==> src/rtl/irq_pin_pkg.sv <==
package irq_pin_pkg;
   localparam int unsigned BIT_MODE = 0;
   localparam int unsigned BIT_IEN  = 1;
   localparam int unsigned BIT_ACK  = 2;
   localparam int unsigned BIT_FLAG = 3;
   localparam int unsigned BIT_POL  = 4;
   localparam int unsigned MIN_W    = BIT_POL + 1;

   typedef struct packed {
      logic pol;   // 1: rising edge / high level
      logic ien;   // request enable
      logic lvl;   // 1: edge and level detection
   } irq_ctl_t;
endpackage

==> src/rtl/irq_pin_sync.sv <==
module irq_pin_sync #(
   parameter int unsigned STAGES   = 2,
   parameter bit          IDLE_LVL = 1'b1
) (
   input  logic clk_i,
   input  logic rst_ni,
   input  logic d_i,
   output logic q_o
);
   if (STAGES < 2) begin : g_bad_stages
      $error("irq_pin_sync: STAGES must be at least 2");
   end

   logic [STAGES-1:0] chain_q;

   always_ff @(posedge clk_i or negedge rst_ni) begin
      if (!rst_ni) chain_q <= {STAGES{IDLE_LVL}};
      else         chain_q <= {chain_q[STAGES-2:0], d_i};
   end

   assign q_o = chain_q[STAGES-1];
endmodule

==> src/rtl/irq_pin_detect.sv <==
module irq_pin_detect (
   input  logic clk_i,
   input  logic rst_ni,
   input  logic smp_i,
   input  logic pol_i,
   input  logic lvl_i,
   input  logic chg_i,
   input  logic pol_nxt_i,
   output logic act_o,
   output logic evt_o
);
   logic prev_act_q;

   assign act_o = ~(smp_i ^ pol_i);

   always_ff @(posedge clk_i or negedge rst_ni) begin
      if (!rst_ni)    prev_act_q <= 1'b0;
      else if (chg_i) prev_act_q <= ~(smp_i ^ pol_nxt_i);
      else            prev_act_q <= act_o;
   end

   always_comb begin
      if (chg_i)      evt_o = 1'b0;
      else if (lvl_i) evt_o = act_o;
      else            evt_o = act_o & ~prev_act_q;
   end


   single_pulse_chk: assert property (@(posedge clk_i) disable iff (!rst_ni)
      (!lvl_i && evt_o) |=> !evt_o);
endmodule

==> src/rtl/irq_pin_flag.sv <==
module irq_pin_flag (
   input  logic clk_i,
   input  logic rst_ni,
   input  logic evt_i,
   input  logic ack_i,
   input  logic lvl_i,
   input  logic act_i,
   input  logic ien_i,
   output logic flag_o,
   output logic req_o
);
   logic clr;

   assign clr = ack_i & ~(lvl_i & act_i);

   always_ff @(posedge clk_i or negedge rst_ni) begin
      if (!rst_ni) begin
         flag_o <= 1'b0;
         req_o  <= 1'b0;
      end else begin
         flag_o <= evt_i | (flag_o & ~clr);
         req_o  <= flag_o & ien_i;
      end
   end


   set_wins_chk: assert property (@(posedge clk_i) disable iff (!rst_ni)
      evt_i |=> flag_o);

   level_hold_chk: assert property (@(posedge clk_i) disable iff (!rst_ni)
      (lvl_i && act_i && flag_o) |=> flag_o);

   req_gate_chk: assert property (@(posedge clk_i) disable iff (!rst_ni)
      !ien_i |=> !req_o);
endmodule

==> src/rtl/irq_pin_detector.sv <==
module irq_pin_detector
   import irq_pin_pkg::*;
#(
   parameter int unsigned SYNC_STAGES = 2,
   parameter int unsigned REG_W       = 8,
   parameter bit          IDLE_LVL    = 1'b1
) (
   input  logic             clk_i,
   input  logic             rst_ni,
   input  logic             pin_i,
   input  logic             wr_en_i,
   input  logic [REG_W-1:0] wdata_i,
   output logic [REG_W-1:0] rdata_o,
   output logic             irq_req_o
);
   if (REG_W < MIN_W) begin : g_bad_width
      $error("irq_pin_detector: REG_W too small for the control byte");
   end

   irq_ctl_t ctl_q;
   logic     smp, act, evt, flag, ack, chg;
   logic     unused_wdata;

   assign unused_wdata = ^wdata_i;

   always_ff @(posedge clk_i or negedge rst_ni) begin
      if (!rst_ni) begin
         ctl_q <= '0;
      end else if (wr_en_i) begin
         ctl_q.pol <= wdata_i[BIT_POL];
         ctl_q.ien <= wdata_i[BIT_IEN];
         ctl_q.lvl <= wdata_i[BIT_MODE];
      end
   end

   assign ack = wr_en_i & wdata_i[BIT_ACK];
   assign chg = wr_en_i & ((wdata_i[BIT_POL] != ctl_q.pol) |
                           (wdata_i[BIT_MODE] != ctl_q.lvl));

   irq_pin_sync #(.STAGES(SYNC_STAGES), .IDLE_LVL(IDLE_LVL)) u_sync (
      .clk_i (clk_i),
      .rst_ni(rst_ni),
      .d_i   (pin_i),
      .q_o   (smp)
   );

   irq_pin_detect u_detect (
      .clk_i    (clk_i),
      .rst_ni   (rst_ni),
      .smp_i    (smp),
      .pol_i    (ctl_q.pol),
      .lvl_i    (ctl_q.lvl),
      .chg_i    (chg),
      .pol_nxt_i(wdata_i[BIT_POL]),
      .act_o    (act),
      .evt_o    (evt)
   );

   irq_pin_flag u_flag (
      .clk_i (clk_i),
      .rst_ni(rst_ni),
      .evt_i (evt),
      .ack_i (ack),
      .lvl_i (ctl_q.lvl),
      .act_i (act),
      .ien_i (ctl_q.ien),
      .flag_o(flag),
      .req_o (irq_req_o)
   );

   always_comb begin
      rdata_o           = '0;
      rdata_o[BIT_MODE] = ctl_q.lvl;
      rdata_o[BIT_IEN]  = ctl_q.ien;
      rdata_o[BIT_FLAG] = flag;
      rdata_o[BIT_POL]  = ctl_q.pol;
   end


   ack_clear_chk: assert property (@(posedge clk_i) disable iff (!rst_ni)
      (ack && !evt && !(ctl_q.lvl && act)) |=> !rdata_o[BIT_FLAG]);

   reprime_chk: assert property (@(posedge clk_i) disable iff (!rst_ni)
      (chg && $stable(smp)) |=> (ctl_q.lvl || !evt || !$stable(smp)));
endmodule

==> config.mk <==
export PLATFORM = sky130hd
export DESIGN_NAME = irq_pin_detector
export DESIGN_NICKNAME = d
export VERILOG_FILES = /design/src/rtl/irq_pin_pkg.sv /design/src/rtl/irq_pin_sync.sv /design/src/rtl/irq_pin_detect.sv /design/src/rtl/irq_pin_flag.sv /design/src/rtl/irq_pin_detector.sv
export SDC_FILE = /design/constraint.sdc
export NUM_CORES = 1
export LEC_CHECK = 0
export BUFFER_PORTS_ARGS = -buffer_cell sky130_fd_sc_hd__buf_2
export CAP_MARGIN = 20
export CORE_AREA = 2 2 39 41
export DETAILED_ROUTE_END_ITERATION = 10
export DIE_AREA = 0 0 41 43
export PLACE_DENSITY_LB_ADDON = 0.05
export SLEW_MARGIN = 30
export SYNTH_ARGS = -nofsm -noshare
export SYNTH_HDL_FRONTEND = slang
export SYNTH_SLANG_ARGS = --single-unit
==> constraint.sdc <==
create_clock -name clk_i -period 1 [get_ports clk_i]
set_input_delay 0.05 -clock clk_i [delete_from_list [all_inputs] [get_ports clk_i]]
set_output_delay 0.05 -clock clk_i [all_outputs]
set_load 0.02 [all_outputs]
Word level (Yosys, flattened, before mapping)
Index checks and enable logic that the tools add are counted.

cells by class
  eq/ne operators = 2
  mux-type cells = 3
  bitwise operators = 16

operators by type and width
  kind         number
  $and 1x1->1  7
  $not 1->1    5
  $mux 1       3
  $ne 1x1->1   2
  $or 1x1->1   2
  $xor 1x1->1  2

word-level totals
  bits in registers = 8
  bits of input ports = 12
  output and inout bits = 9
  word-level logic and storage cells = 28

Longest topological paths before layout
  word-level depth = 8
  depth in mapped cells = 4
  gate-level depth less buffers = 4

Hierarchy
Synthesis repeated with hierarchy kept, for this count alone.

unflattened totals
  cell total of the unflattened synthesis = 29
  area, all modules = 380.4 µm²

modules (own cells, without submodules)
  module            times used  cells an instance  area an instance (µm²)  seq. area each (µm²)
  irq_pin_detector  1           16                 182.7                   75.1
  irq_pin_flag      1           5                  73.8                    50.0
  irq_pin_detect    1           6                  71.3                    25.0
  irq_pin_sync      1           2                  52.6                    52.6

Worst setup path before layout
Ideal clock, no wire load.

  path kind = reg2reg
  start point = register u_sync.chain_q[1]
  end point = register u_flag.flag_o
  library setup time = 121 ps
  data arrival time = 872 ps
  data required time = 879 ps
  slack = 6 ps
  stages on the path, launching flop included = 5
  path buffers = 0
  period minus slack after synthesis = 994 ps
  cell sequence = dfstp_2 -> nor2_1 -> o21ai_1 -> nand3_1 -> o2bb2ai_1

between the ends
  longest elaborated chain between the ends = 8
  elaborated cells on any way between the ends = 11
  classes of those cells = mux: 2; bitwise: 9

RTL lines
  element                 RTL line              source
  from (decl)             irq_pin_sync.sv:14    logic [STAGES-1:0] chain_q;
  from (signal assigned)  irq_pin_sync.sv:17    if (!rst_ni) chain_q <= {STAGES{IDLE_LVL}};
  from (signal assigned)  irq_pin_sync.sv:18    else chain_q <= {chain_q[STAGES-2:0], d_i};
  $xor 1x1->1 *           irq_pin_detect.sv:14  assign act_o = ~(smp_i ^ pol_i);
  $not 1->1 *             irq_pin_detect.sv:14
  $and 1x1->1             irq_pin_flag.sv:14    assign clr = ack_i & ~(lvl_i & act_i);
  $not 1->1               irq_pin_flag.sv:14
  $and 1x1->1             irq_pin_flag.sv:14
  $not 1->1               irq_pin_flag.sv:21    flag_o <= evt_i | (flag_o & ~clr);
  $and 1x1->1             irq_pin_flag.sv:21
  $or 1x1->1 *            irq_pin_flag.sv:21
  to (signal assigned)    irq_pin_flag.sv:21
  to (decl)               irq_pin_flag.sv:9     output logic flag_o,

Every way passes the cells marked *; elsewhere a longest branch is shown, timed or not.
A chain may end at the register's enable or synchronous reset.

Final worst setup path
Ends and elaborated chain as after synthesis.

==> metrics.md <==
| Metric | Value |
|---|---|
| Total congestion overflow | 0 |
| Effective utilization at floorplan | 27.9% |
| Number of warning messages in the yosys log | 0 |
| Die Outline Area | 0.00176 mm2 |
| Die span in x | 41 um |
| Synth-to-Final Area Change | 28.5% |
| Top-level port count | 21 |
| Min-Delay Path Class | input port to register |
| Power per standard cell area | 1720 mW/mm2 |
| Clock period minus worst slack | 1.05 ns |
| # setup viols final | 1 |
| Core Region | 0.00138 mm2 |
| Mapped Cells | 34 |
| Count of unique library cells instantiated by Yosys | 17 |
| Number of antenna violations at the first check in global routing | 0 |
| DP Worst Slack | -0.0458 ns |
| Cells on Worst Hold Path | 2 |
| Net count, final | 62 |
| Run status | finished with violations |
| Max H-tree Level | 1 |
| Unrepaired setup endpoints after global routing | yes |
| Largest driver fanout on the critical path | 3 |
| Static leakage power | 0.237 nW |
| Element type at the critical path start | register |
| Via count of the first global-routing pass | 251 |
| Share of synthesized cell area in full adder, half adder and majority cells | 0% |
| Final hold slack | 0.0347 ns |
| Antenna diode count | 0 |
| Maxcap violations | 0 |
| Total power | 856 uW |
| Aggregate global-route resource usage | 9.32% |
| Worst reg2reg setup slack | -0.05 ns |
| Category of the most critical setup path | register to register |
| Hold-critical path endpoint | rdata_o[1] |
| Count of cells along the worst register-to-register path | 4 |
| Mean number of vias per cell | 4.18 |
| PnR worst setup slack | -0.0542 ns |
| Number of hold-slack violations in the final timing report | 0 |
| Area fraction in compound gates after synthesis | 9.39% |
| Number of cells in the finished layout apart from fillers | 65 |
| Endpoint arrival time on the critical path | 1.19 ns |
| Final max-slew violation count | 0 |
| Weighted congestion reported at the end of routability-driven placement | 0.594 |
| Worst-Skew Late Latency | 0.25 ns |
| R2r startpoint | u_sync.chain_q[1] |
| Initial DRT Pass Iterations | 4 |
| Average cell area after synthesis | 11.4 um2 |
| Die Span Y | 43 um |
| Fraction of layout instances using a drive strength above 1 | 53.1% |
| Number of synthesized register bits | 8 |
| Final period util | 105% |
| Mux cell area share after synthesis | 9.71% |
| Residual antenna-violating net count after detailed routing | 0 |
| Post-DR wirelength/cell | 10.1 um |
| IO Port Bufs | 12 |
| Clock slew seen by the registers of the worst setup and hold paths | 0.06 ns |
| Capture instance of the worst register-to-register path | u_flag.flag_o |
| Dominant combinational cell family by area after synthesis | buffers and inverters |
| Clock Skew | 0.00465 ns |
| Clock root buffer | sky130_fd_sc_hd__clkbuf_4 |
| Site Rows | 14 |
| Global-route wire length before repair | 1040 um |
| Setup TNS | -0.0542 ns |
| Dominant cell type by area after synthesis | sky130_fd_sc_hd__dfrtp_1 |
| Number of design-rule violations left by the first detailed-router iteration | 6 |
| Pin count of the biggest net entering global routing | 9 |
| Number of fill cells | 145 |
| TritonCTS clock tree | yes |
| FMAX | 0.949 GHz |
| Xor/xnor cell area share of the yosys netlist | 2.27% |
| Worst Hold Launch | wdata_i[1] |
| Max Buffers Root-to-Sink | 2 |
| Peak supply drop | 0.673 mV |
| Proportion of synthesized chip area in sequential cells | 52.4% |
| Flip-flop and latch area | 203 um2 |
| Num CTS Buffers | 3 |
| Post-synthesis share of cell area spent on and, or, nand and nor gates | 8.74% |
| Netlist Area Pre-Place | 387 um2 |
| Capturing element type of the critical path | register |
| Leading cell types by total area after synthesis | sky130_fd_sc_hd__dfrtp_1, sky130_fd_sc_hd__buf_4, sky130_fd_sc_hd__dfstp_2 |
| Routed via count | 272 |
| Clk sink count | 8 |
| Data required, critical path | 1.14 ns |
| Total area of multi-input combinational cells | 143 um2 |
| Aggregate routed wire length | 657 um |
| Synth top area share | 38.8% |
| Drc violations | 0 |
| Violations in the final reports | setup timing |
| Total instance count after detailed placement | 58 |
==> area by class of cell <==
cell class	count	area share, %
Sequential cell	8	40.8
Multi-Input combinational cell	20	28.7
Timing Repair Buffer	16	20.4
Clock buffer	4	5.29
Tap cell	16	4.03
Inverter	1	0.756
==> sequential cells by signal, indices dropped and copies added, names as in the netlist <==
| register | count |
|---|---|
| u_flag.flag_o | 1 |
| u_flag.req_o | 1 |
| u_sync.chain_q | 2 |
| rdata_o | 3 |
| u_detect.prev_act_q | 1 |
==> repair_timing <==
| item | CTS | global route |
|---|---|---|
| resized for setup | 2 | 3 |
| endpoints found under the hold margin | 9 | 0 |
| setup endpoints to repair | 1 | 2 |
| hold buffers | 2 | 0 |
| pin swaps | 4 | 3 |
| setup buffers | 1 | 0 |
==> kinds of logic (layout without fill, tap and decap cells) <==
logic type / after synthesis / after routing
other: 1 / 4
xor gates and xnor gates: 1 / 1
DFF: 8 / 8
and+or+nand+nor: 6 / 6
muxes: 3 / 3
buffers and inverters: 9 / 21
AOI/OAI and AO/OA: 6 / 6
==> cell usage in the layout, fill, tap and decap left out <==
cell                             n
sky130_fd_sc_hd__dfstp_2         2
sky130_fd_sc_hd__buf_2          11
sky130_fd_sc_hd__clkbuf_1        1
sky130_fd_sc_hd__a22oi_1         1
sky130_fd_sc_hd__a21oi_1         1
sky130_fd_sc_hd__o2bb2ai_2       1
sky130_fd_sc_hd__nor2b_2         1
sky130_fd_sc_hd__mux2_2          2
sky130_fd_sc_hd__dlygate4sd3_1   2
sky130_fd_sc_hd__and2_4          1
sky130_fd_sc_hd__o21ai_0         1
sky130_fd_sc_hd__and2_1          1
sky130_fd_sc_hd__nand3_1         1
sky130_fd_sc_hd__buf_4           2
sky130_fd_sc_hd__conb_1          4
sky130_fd_sc_hd__nor2_2          1
sky130_fd_sc_hd__mux2_4          1
sky130_fd_sc_hd__xnor2_1         1
sky130_fd_sc_hd__inv_1           1
sky130_fd_sc_hd__buf_6           1
sky130_fd_sc_hd__o21ai_1         2
sky130_fd_sc_hd__clkbuf_4        3
sky130_fd_sc_hd__dfrtp_1         6
sky130_fd_sc_hd__nor2_1          1
==> routing by layer <==
layer  vias to the layer above  share of wire, %  GRT usage (%)  wire, um
li1                        131                 -              -         -
met1                       126                40           11.6       264
met2                        15                51           12.2       333
met3                         0               9.0           3.14        59
met4                         0                 0           8.00         0
met5                         -                 0              0         0
==> worst max-delay path by stage <==
| stage | start | end | slack [ns] | cells past startpoint |
|---|---|---|---|---|
| 3_5_place_dp | u_sync.chain_q[1] | u_flag.flag_o | -0.05 | 4 |
| 3_3_place_gp | u_sync.chain_q[1] | u_flag.flag_o | -0.06 | 4 |
| 4_1_cts | rdata_o[4] | u_flag.flag_o | -0.04 | 4 |
| 6_report | u_sync.chain_q[1] | u_flag.flag_o | -0.05 | 4 |
| 2_1_floorplan | u_sync.chain_q[1] | u_flag.flag_o | 0.006 | 4 |
| 5_1_grt | u_sync.chain_q[1] | u_flag.flag_o | -0.14 | 4 |
==> power breakdown <==
part	switching [mW]	total [mW]	leakage, nW	internal, mW
Combinational	0.109	0.206	0.130	0.0972
Sequential	0.0246	0.392	0.0918	0.367
Clock	0.106	0.258	0.0150	0.152
==> stage by stage <==
stage / util (%) / cell area [um2]
6_report: 35.9 / 497
2_1_floorplan: - / 398
4_1_cts: 35.3 / 488
5_1_grt: 35.9 / 497
3_5_place_dp: 30.7 / 425
3_3_place_gp: 30.7 / 425
==> critical path, cell delays in order, from the launching register on <==
cell,delay [ns]
sky130_fd_sc_hd__dfstp_2,0.56
sky130_fd_sc_hd__nor2_2,0.04
sky130_fd_sc_hd__o21ai_1,0.11
sky130_fd_sc_hd__nand3_1,0.10
sky130_fd_sc_hd__o2bb2ai_2,0.13
==> synthesized netlist by cell type <==
master	number
sky130_fd_sc_hd__mux2_4	1
sky130_fd_sc_hd__o21ai_0	1
sky130_fd_sc_hd__mux2_2	2
sky130_fd_sc_hd__a22oi_1	1
sky130_fd_sc_hd__inv_1	1
sky130_fd_sc_hd__o21ai_1	2
sky130_fd_sc_hd__dfstp_2	2
sky130_fd_sc_hd__o2bb2ai_1	1
sky130_fd_sc_hd__and2_1	2
sky130_fd_sc_hd__nor2b_2	1
sky130_fd_sc_hd__dfrtp_1	6
sky130_fd_sc_hd__a21oi_1	1
sky130_fd_sc_hd__nand3_1	1
sky130_fd_sc_hd__buf_4	8
sky130_fd_sc_hd__xnor2_1	1
sky130_fd_sc_hd__nor2_1	2
sky130_fd_sc_hd__conb_1	1
No activity file was read; power rests on OpenSTA's default activity.
